[src/rtl/io_dec_pkg.sv]
package io_dec_pkg;

   // Address bit positions the decode depends on
   localparam int unsigned B_GA_HI  = 15;
   localparam int unsigned B_CRTC   = 14;
   localparam int unsigned B_ROM    = 13;
   localparam int unsigned B_PRN    = 12;
   localparam int unsigned B_PPI    = 11;
   localparam int unsigned B_EXP    = 10;
   localparam int unsigned B_IDX_HI = 9;
   localparam int unsigned B_IDX_LO = 8;
   localparam int unsigned B_FDC    = 7;
   localparam int unsigned B_RSV    = 6;
   localparam int unsigned B_SER    = 5;
   localparam int unsigned B_FN0    = 0;

   localparam int unsigned IDX_W      = B_IDX_HI - B_IDX_LO + 1;
   localparam int unsigned MIN_ADDR_W = B_GA_HI + 1;
   localparam int unsigned NUM_RD_DEV = 6;   // devices that may drive read data

   typedef struct packed {
      logic ga;
      logic ram;
      logic crtc;
      logic rom;
      logic prn;
      logic ppi;
      logic exp;
   } main_sel_t;

   typedef struct packed {
      logic fdc;
      logic ser;
      logic rsv;
      logic usr;
   } exp_sel_t;

   typedef struct packed {
      logic motor;
      logic status;
      logic data;
   } fdc_fn_t;

endpackage

[src/rtl/io_cycle_qual.sv]
module io_cycle_qual (
   input  logic iorq_n,
   input  logic rd_n,
   input  logic wr_n,
   output logic rd_cyc,
   output logic wr_cyc
);
   logic one_strobe;

   always_comb begin
      one_strobe = rd_n ^ wr_n;
      rd_cyc     = !iorq_n && one_strobe && !rd_n;
      wr_cyc     = !iorq_n && one_strobe && !wr_n;
   end
endmodule

[src/rtl/io_main_decode.sv]
module io_main_decode
   import io_dec_pkg::*;
(
   input  logic       rd_cyc,
   input  logic       wr_cyc,
   input  logic [7:0] addr_hi,   // address bits 15..8
   output main_sel_t  sel
);
   localparam int unsigned OFS = 8;

   logic a_ga, a_crtc, a_rom, a_prn, a_ppi, a_exp, a_i1, a_i0;

   always_comb begin
      a_ga   = addr_hi[B_GA_HI  - OFS];
      a_crtc = addr_hi[B_CRTC   - OFS];
      a_rom  = addr_hi[B_ROM    - OFS];
      a_prn  = addr_hi[B_PRN    - OFS];
      a_ppi  = addr_hi[B_PPI    - OFS];
      a_exp  = addr_hi[B_EXP    - OFS];
      a_i1   = addr_hi[B_IDX_HI - OFS];
      a_i0   = addr_hi[B_IDX_LO - OFS];

      sel.ga   = wr_cyc && !a_ga && a_crtc;
      sel.ram  = wr_cyc && !a_ga;
      sel.crtc = !a_crtc && (wr_cyc || (rd_cyc && a_i1));
      sel.rom  = wr_cyc && !a_rom;
      sel.prn  = wr_cyc && !a_prn;
      sel.ppi  = !a_ppi && (wr_cyc || (rd_cyc && !(a_i1 && a_i0)));
      sel.exp  = (wr_cyc || rd_cyc) && !a_exp;
   end
endmodule

[src/rtl/io_exp_decode.sv]
module io_exp_decode
   import io_dec_pkg::*;
(
   input  logic       exp_hit,
   input  logic       rd_cyc,
   input  logic       wr_cyc,
   input  logic       fn_hi,     // address bit 8
   input  logic [7:0] addr_lo,   // address bits 7..0
   output exp_sel_t   sel,
   output fdc_fn_t    fn,
   output logic       rst_hit
);
   logic low_all_ones;

   always_comb begin
      low_all_ones = &addr_lo;

      sel.fdc = exp_hit && !addr_lo[B_FDC];
      sel.rsv = exp_hit && !addr_lo[B_RSV];
      sel.ser = exp_hit && !addr_lo[B_SER];
      sel.usr = exp_hit && addr_lo[B_FDC] && addr_lo[B_RSV] && addr_lo[B_SER]
                && !low_all_ones;

      fn.motor  = sel.fdc && wr_cyc && !fn_hi;
      fn.status = sel.fdc && rd_cyc && fn_hi && !addr_lo[B_FN0];
      fn.data   = sel.fdc && fn_hi && (wr_cyc || addr_lo[B_FN0]);

      rst_hit = exp_hit && wr_cyc && low_all_ones;
   end
endmodule

[src/rtl/io_rst_pulse.sv]
module io_rst_pulse (
   input  logic clk,
   input  logic rst_n,
   input  logic trig,
   output logic pulse
);
   logic trig_q;

   always_ff @(posedge clk) begin
      if (!rst_n) begin
         trig_q <= 1'b0;
         pulse  <= 1'b0;
      end else begin
         trig_q <= trig;
         pulse  <= trig && !trig_q;
      end
   end
endmodule

[src/rtl/io_port_decoder.sv]
module io_port_decoder
   import io_dec_pkg::*;
#(
   parameter int unsigned ADDR_W      = 16,
   parameter bit          SEL_ACT_LOW = 1'b1,
   parameter int unsigned CONFLICT_MIN = 2
) (
   input  logic              clk,
   input  logic              rst_n,
   input  logic [ADDR_W-1:0] addr,
   input  logic              iorq_n,
   input  logic              rd_n,
   input  logic              wr_n,
   output logic              ga_cs,
   output logic              ram_cs,
   output logic              crtc_cs,
   output logic              rom_cs,
   output logic              prn_cs,
   output logic              ppi_cs,
   output logic              exp_cs,
   output logic              fdc_cs,
   output logic              ser_cs,
   output logic              rsv_cs,
   output logic              usr_cs,
   output logic [IDX_W-1:0]  reg_idx,
   output logic              fdc_motor,
   output logic              fdc_status,
   output logic              fdc_data,
   output logic              exp_rst,
   output logic              rd_conflict
);
   localparam int unsigned CNT_W  = $clog2(NUM_RD_DEV + 1);
   localparam int unsigned SEL_NB = 14;

   if (ADDR_W != MIN_ADDR_W) begin : g_bad_addr_w
      $error("io_port_decoder: ADDR_W must be %0d", MIN_ADDR_W);
   end
   if (CONFLICT_MIN < 2 || CONFLICT_MIN > NUM_RD_DEV) begin : g_bad_conflict
      $error("io_port_decoder: CONFLICT_MIN out of range");
   end

   logic      rd_cyc, wr_cyc, rst_hit;
   main_sel_t msel;
   exp_sel_t  esel;
   fdc_fn_t   ffn;

   io_cycle_qual u_qual (
      .iorq_n (iorq_n),
      .rd_n   (rd_n),
      .wr_n   (wr_n),
      .rd_cyc (rd_cyc),
      .wr_cyc (wr_cyc)
   );

   io_main_decode u_main (
      .rd_cyc  (rd_cyc),
      .wr_cyc  (wr_cyc),
      .addr_hi (addr[15:8]),
      .sel     (msel)
   );

   io_exp_decode u_exp (
      .exp_hit (msel.exp),
      .rd_cyc  (rd_cyc),
      .wr_cyc  (wr_cyc),
      .fn_hi   (addr[B_IDX_LO]),
      .addr_lo (addr[7:0]),
      .sel     (esel),
      .fn      (ffn),
      .rst_hit (rst_hit)
   );

   io_rst_pulse u_rst (
      .clk   (clk),
      .rst_n (rst_n),
      .trig  (rst_hit),
      .pulse (exp_rst)
   );

   // Read data contention detect
   logic [NUM_RD_DEV-1:0] rd_dev;
   logic [CNT_W-1:0]      rd_cnt;

   always_comb begin
      rd_dev = {msel.crtc, msel.ppi, esel.fdc, esel.ser, esel.rsv, esel.usr};
      rd_cnt = '0;
      for (int i = 0; i < NUM_RD_DEV; i++) begin
         rd_cnt = rd_cnt + CNT_W'(rd_dev[i]);
      end
      rd_conflict = rd_cyc && (rd_cnt >= CNT_W'(CONFLICT_MIN));
      reg_idx     = (rd_cyc || wr_cyc) ? addr[B_IDX_HI:B_IDX_LO] : '0;
   end

   // Output polarity
   logic [SEL_NB-1:0] sel_hi, sel_out;
   assign sel_hi = {msel.ga, msel.ram, msel.crtc, msel.rom, msel.prn, msel.ppi,
                    msel.exp, esel.fdc, esel.ser, esel.rsv, esel.usr,
                    ffn.motor, ffn.status, ffn.data};

   if (SEL_ACT_LOW) begin : g_act_low
      assign sel_out = ~sel_hi;
   end else begin : g_act_high
      assign sel_out = sel_hi;
   end

   assign {ga_cs, ram_cs, crtc_cs, rom_cs, prn_cs, ppi_cs, exp_cs,
           fdc_cs, ser_cs, rsv_cs, usr_cs, fdc_motor, fdc_status, fdc_data} = sel_out;

endmodule

[config.mk]
export PLATFORM = sky130hd
export DESIGN_NAME = io_port_decoder
export DESIGN_NICKNAME = d
export VERILOG_FILES = /design/src/rtl/io_dec_pkg.sv /design/src/rtl/io_cycle_qual.sv /design/src/rtl/io_main_decode.sv /design/src/rtl/io_exp_decode.sv /design/src/rtl/io_rst_pulse.sv /design/src/rtl/io_port_decoder.sv
export SDC_FILE = /design/constraint.sdc
export NUM_CORES = 1
export LEC_CHECK = 0
export BUFFER_PORTS_ARGS = -buffer_cell sky130_fd_sc_hd__buf_2
export CAP_MARGIN = 15
export CORE_AREA = 10 10 47 49
export DETAILED_ROUTE_END_ITERATION = 8
export DIE_AREA = 0 0 57 59
export HOLD_SLACK_MARGIN = 0.12
export PLACE_DENSITY = 0.73
export SYNTH_ARGS = -nofsm -noshare
export SYNTH_HDL_FRONTEND = slang
export SYNTH_SLANG_ARGS = --single-unit
[constraint.sdc]
create_clock -name clk -period 3.2 [get_ports clk]
set_input_delay 0.16 -clock clk [delete_from_list [all_inputs] [get_ports clk]]
set_output_delay 0.16 -clock clk [all_outputs]
set_load 0.01 [all_outputs]
# [Yosys cells after proc, flatten, opt, wreduce, memory -nomap -nowiden]
# Index checks and enable logic that the tools add are counted.
[classes] add_sub_neg=5 n_lt_le_gt_ge=1 mux=1 n_bitwise=2 reduce_logical=53
[ops] cell="$logic_and A1 B1 Y1" count=31
[ops] cell="$logic_not A1 Y1" count=17
[ops] cell="$not A14 Y14" count=1
[ops] cell="$add A3 B1 Y3" count=3
[ops] cell="$reduce_and A8 Y1" count=1
[ops] cell="$logic_or A1 B1 Y1" count=4
[ops] cell="$add A2 B1 Y3" count=1
[ops] cell="$ge A3 B2 Y1 const B" count=1
[ops] cell="$add A1 B1 Y2" count=1
[ops] cell="$mux W2" count=1
[ops] cell="$xor A1 B1 Y1" count=1
[totals] regBits=2 inputBits=21 output_inout_bits=18 wordCells=64

# [Longest topological paths before layout]
[depth] depth_word=16 mapped_depth=8 mapped_depth_nobuf=8

# [Modules after synthesis]
# Synthesis repeated with hierarchy kept, for this count alone.
[unflattened] hier_cells=53 area_unflattened_um2=397.9
[modules_own_cells] module="io_port_decoder" instances=1 cells_each=23 area_each_um2=152.6 seq_area_each_um2=0.0
[modules_own_cells] module="io_exp_decode" instances=1 cells_each=14 area_each_um2=112.6 seq_area_each_um2=0.0
[modules_own_cells] module="io_main_decode" instances=1 cells_each=10 area_each_um2=62.6 seq_area_each_um2=0.0
[modules_own_cells] module="io_rst_pulse" instances=1 cells_each=4 area_each_um2=55.1 seq_area_each_um2=40.0
[modules_own_cells] module="io_cycle_qual" instances=1 cells_each=2 area_each_um2=15.0 seq_area_each_um2=0.0

# [Worst setup path before layout]
# OpenSTA, ideal clock, no wires.
[synth_timing] path_kind="input port to output port" from="in addr[10]" to="out rd_conflict" arrival_time_ps=3150 required_ps=3040 slack_ps=-110 cell_stages=8 n_path_buf=0 cell_sequence="or2_2 > or3_2 > inv_1 > fa_1 > fa_1 > nand3_1 > fa_1 > a2111oi_0"
[synth_between] elab_chain_cells=13 word_cells_on_any_way=16 cone_classes="add/sub: 5; order compare: 1; reduce/logical: 10"
[synth_rtl] item="start: declaration" line_no="io_port_decoder.sv:10" rtl="input logic [ADDR_W-1:0] addr,"
[synth_rtl] item="$logic_not A1 Y1 *" line_no="io_main_decode.sv:29" rtl="sel.exp = (wr_cyc || rd_cyc) && !a_exp;"
[synth_rtl] item="$logic_and A1 B1 Y1 *" line_no="io_main_decode.sv:29"
[synth_rtl] item="$logic_and A1 B1 Y1 (3 in a row)" line_no="io_exp_decode.sv:21" rtl="sel.usr = exp_hit && addr_lo[B_FDC] && addr_lo[B_RSV] && addr_lo[B_SER]"
[synth_rtl] item="$logic_and A1 B1 Y1" line_no="io_exp_decode.sv:22" rtl="&& !low_all_ones;"
[synth_rtl] item="$add A1 B1 Y2" line_no="io_port_decoder.sv:88" rtl="rd_cnt = rd_cnt + CNT_W'(rd_dev[i]);"
[synth_rtl] item="$add A2 B1 Y3" line_no="io_port_decoder.sv:88"
[synth_rtl] item="$add A3 B1 Y3 * (3 in a row)" line_no="io_port_decoder.sv:88"
[synth_rtl] item="$ge A3 B2 Y1 *" line_no="io_port_decoder.sv:90" rtl="rd_conflict = rd_cyc && (rd_cnt >= CNT_W'(CONFLICT_MIN));"
[synth_rtl] item="$logic_and A1 B1 Y1 *" line_no="io_port_decoder.sv:90"
[synth_rtl] item="end: declaration" line_no="io_port_decoder.sv:30" rtl="output logic rd_conflict"
# Every way passes the cells marked *; elsewhere a longest branch is shown, timed or not.

# [Final worst setup path]
# Same ends and word-level chain as after synthesis.

==> reports/results.ini <==
[placed_design]
port_buffers=38
dpl.hpwl_um=1390
dpl_cell_area_um2=608
gp_congestion=0.853
dp_slack_ns=-0.103

[power_and_ir_drop]
switchingPower_uw=46.1
powerDensity_mw_per_mm2=216
swShare_pct=32.5
clkPwrFrac_pct=40.0
p_seq_share_pct=17.7
power_leakage_uw=0.000305
vdd_drop_max_v=0.000144
p_int_uw=95.8
p_comb_share_pct=42.3

[finish]
design_area_um2=657
final_util_pct=46.9
finalNetCount=120
drive_gt1_share_pct=60.6
syn_to_final_growth_pct=77.4
antenna_cells_inserted=0

[critical_path]
cpPeakStageDelay_ns=0.51
cp_slowest_cell=fa_1
critPathTopFamily=adder cells
crit_arrival_ns=2.96
cp_max_fo=2
r2r-start=u_rst.trig_q
start_kind=input port
crit_buf_inv=3
required_ns=3.04
crit_path_frequent_cell=fa_1
critPathKind=input port to output pin
crit_start=addr[10]
worstPathCellList=buf_2, or2_2, or3_4, inv_2, fa_1, fa_1, nand3_1, fa_1, a2111oi_2, buf_2
endpoint_kind=output pin

[yosys]
synth_nets=74
synth-seq-cells=2
postSynthAreaPerCell_um2=7.41
yosys_warnings=0
syn_inst=50
ys_types=27
synthesis.area_um2=370
ys_seq_area_share_pct=10.8

[cts]
cts_tree=yes
clk_pin_slew_ns=0.03
ctsRootBufferMaster=clkbuf_4
clk_latency_ns=0.23
clockBufferDepth=2
cts-buffers-inserted=3
htree_levels=1
cts_sinks=2

[sta]
postLayoutSetupSlackWorst_ns=0.0762
fin_crit_sh_pct=97.6
period_needed_ns=3.12
worstMarginPinSlew_ns=0.242
final_max_slew_viol_count=0
setup_viol=0
finalHoldViolations=0
rsz0062_at_grt=true
max_slew_margin_pct=83.9
fmax_mhz=320
clock_skew_ns=0.00264

[grt]
gr-total-overflow=0
grt_max_degree=12
grt_use_total_pct=9.31
grt_pass1_wl_um=2570
antenna_found_initial=0
first_global_vias=571

[route]
vias_per_cell=4.74
wl_per_cell_um=14.3
drt-total-wl_um=1570
ant_nets=0
post-route-drc-count=0
dr_total_vias=521
drtIter0Drc=2
first_pass_iters=3

[min_path]
min-delay-start=rst_n
hp-class=input port to register

[die]
core_area_mm2=0.00140
floorplan.initialDensity_pct=26.4
num_rows=14
io-pin-count=39
die_y_um=59
die_area_mm2=0.00336
die_w_um=57

[run_status]
status=completed

[run]
cap_violations=0

## placed cells by master (no fill, tap or decap), types with 2 or more instances in the layout
cell	n
buf_2	38
nand3_1	4
nand2_1	4
or3_1	4
inv_1	4
buf_4	4
nor4_1	3
fa_1	3
clkbuf_4	3
or3_4	2
inv_2	2
nor2_1	2
nand3b_1	2
and2_1	2
dfxtp_1	2
## metal layers
layer  part of all wire (%)  vias up  global-route usage (%)  wire length, µm
li1                       -      268                       -                -
met1                     39      226                    9.67              607
met2                     47       27                    15.2              741
met3                     14        0                    5.79              223
met4                      0        0                    3.02                0
met5                      0        -                       0                0
## cells in the mapped netlist, drive strengths merged
library cell,n,area [µm²]
or2,2,15.0
inv,6,22.5
nand3,4,20.0
fa,3,60.1
and2,2,12.5
and2b,1,8.76
xnor2,1,8.76
nand4b,1,8.76
or3,7,51.3
nand2,4,15.0
a2111oi,1,8.76
dfxtp,2,40.0
nor2,2,7.51
a211oi,1,7.51
a211o,1,8.76
a21boi,1,7.51
o211ai,1,7.51
nand2b,1,6.26
nor4,3,18.8
nand3b,2,15.0
nor3,2,10.0
and3,1,6.26
clkbuf,1,3.75
## state kept, by name, summed over array words and instances (netlist names)
| name | cells |
|---|---|
| u_rst.pulse | 1 |
| u_rst.trig_q | 1 |
## power groups by stage
stage / sequential (µW) / combinational [µW] / clock (µW)
6_report: 25.1 / 60.0 / 56.8
5_1_grt: 25.1 / 66.6 / 61.8
4_1_cts: 25.1 / 58.1 / 59.7
3_5_place_dp: 25.5 / 56.6 / 0
3_3_place_gp: 25.5 / 53.9 / 0
2_1_floorplan: 25.5 / 25.2 / 0
## worst paths after layout
kind	end	slack, ns	cells after the start
max	rd_conflict	0.08	10
min reg2reg	u_rst.pulse	0.47	2
max reg2reg	u_rst.pulse	2.52	2
min	u_rst.pulse	0.20	3
## cells by family (layout without fill, tap and decap cells)
kind of cell / Yosys count / in the layout / share of synthesized area, %
xor+xnor: 1 / 1 / 2.37
buf+inv: 7 / 51 / 7.09
simple gates: 32 / 32 / 52.7
flops: 2 / 2 / 10.8
fa+ha+maj: 3 / 3 / 16.2
compound gates: 5 / 5 / 10.8
## stage by stage
stage	setup TNS, ns	hold slack (ns)	std cells	power, µW
detailed placement	-0.103	0.433	107	82.1
finish	0	0.199	110	142
global route	-0.0533	0.212	110	154
global placement	-0.00731	0.420	107	79.4
CTS	0	0.192	110	143
floorplan	0	0.305	50	50.7
## timing repair
item                       CTS  global route
gates cloned                 0             0
hold buffers                 0             0
setup endpoints to repair    1             1
gates resized for setup      3             4
setup buffers                0             0
pin swaps                    3             5
## worst register-to-register path: stages, from the launching register on
cell and delay, ns:
dfxtp_1 0.28, nand4b_1 0.15, nor4_1 0.16
## area by class of cell
| cell class | instances | area [µm²] |
|---|---|---|
| Sequential cell | 2 | 40.0 |
| Clock buffer | 3 | 22.5 |
| Fill cell | 147 | 744 |
| Timing Repair Buffer | 42 | 220 |
| Multi-Input combinational cell | 41 | 332 |
| Tap cell | 16 | 20.0 |
| Inverter | 6 | 22.5 |
Note: power is estimated with default switching activity, not from simulation.
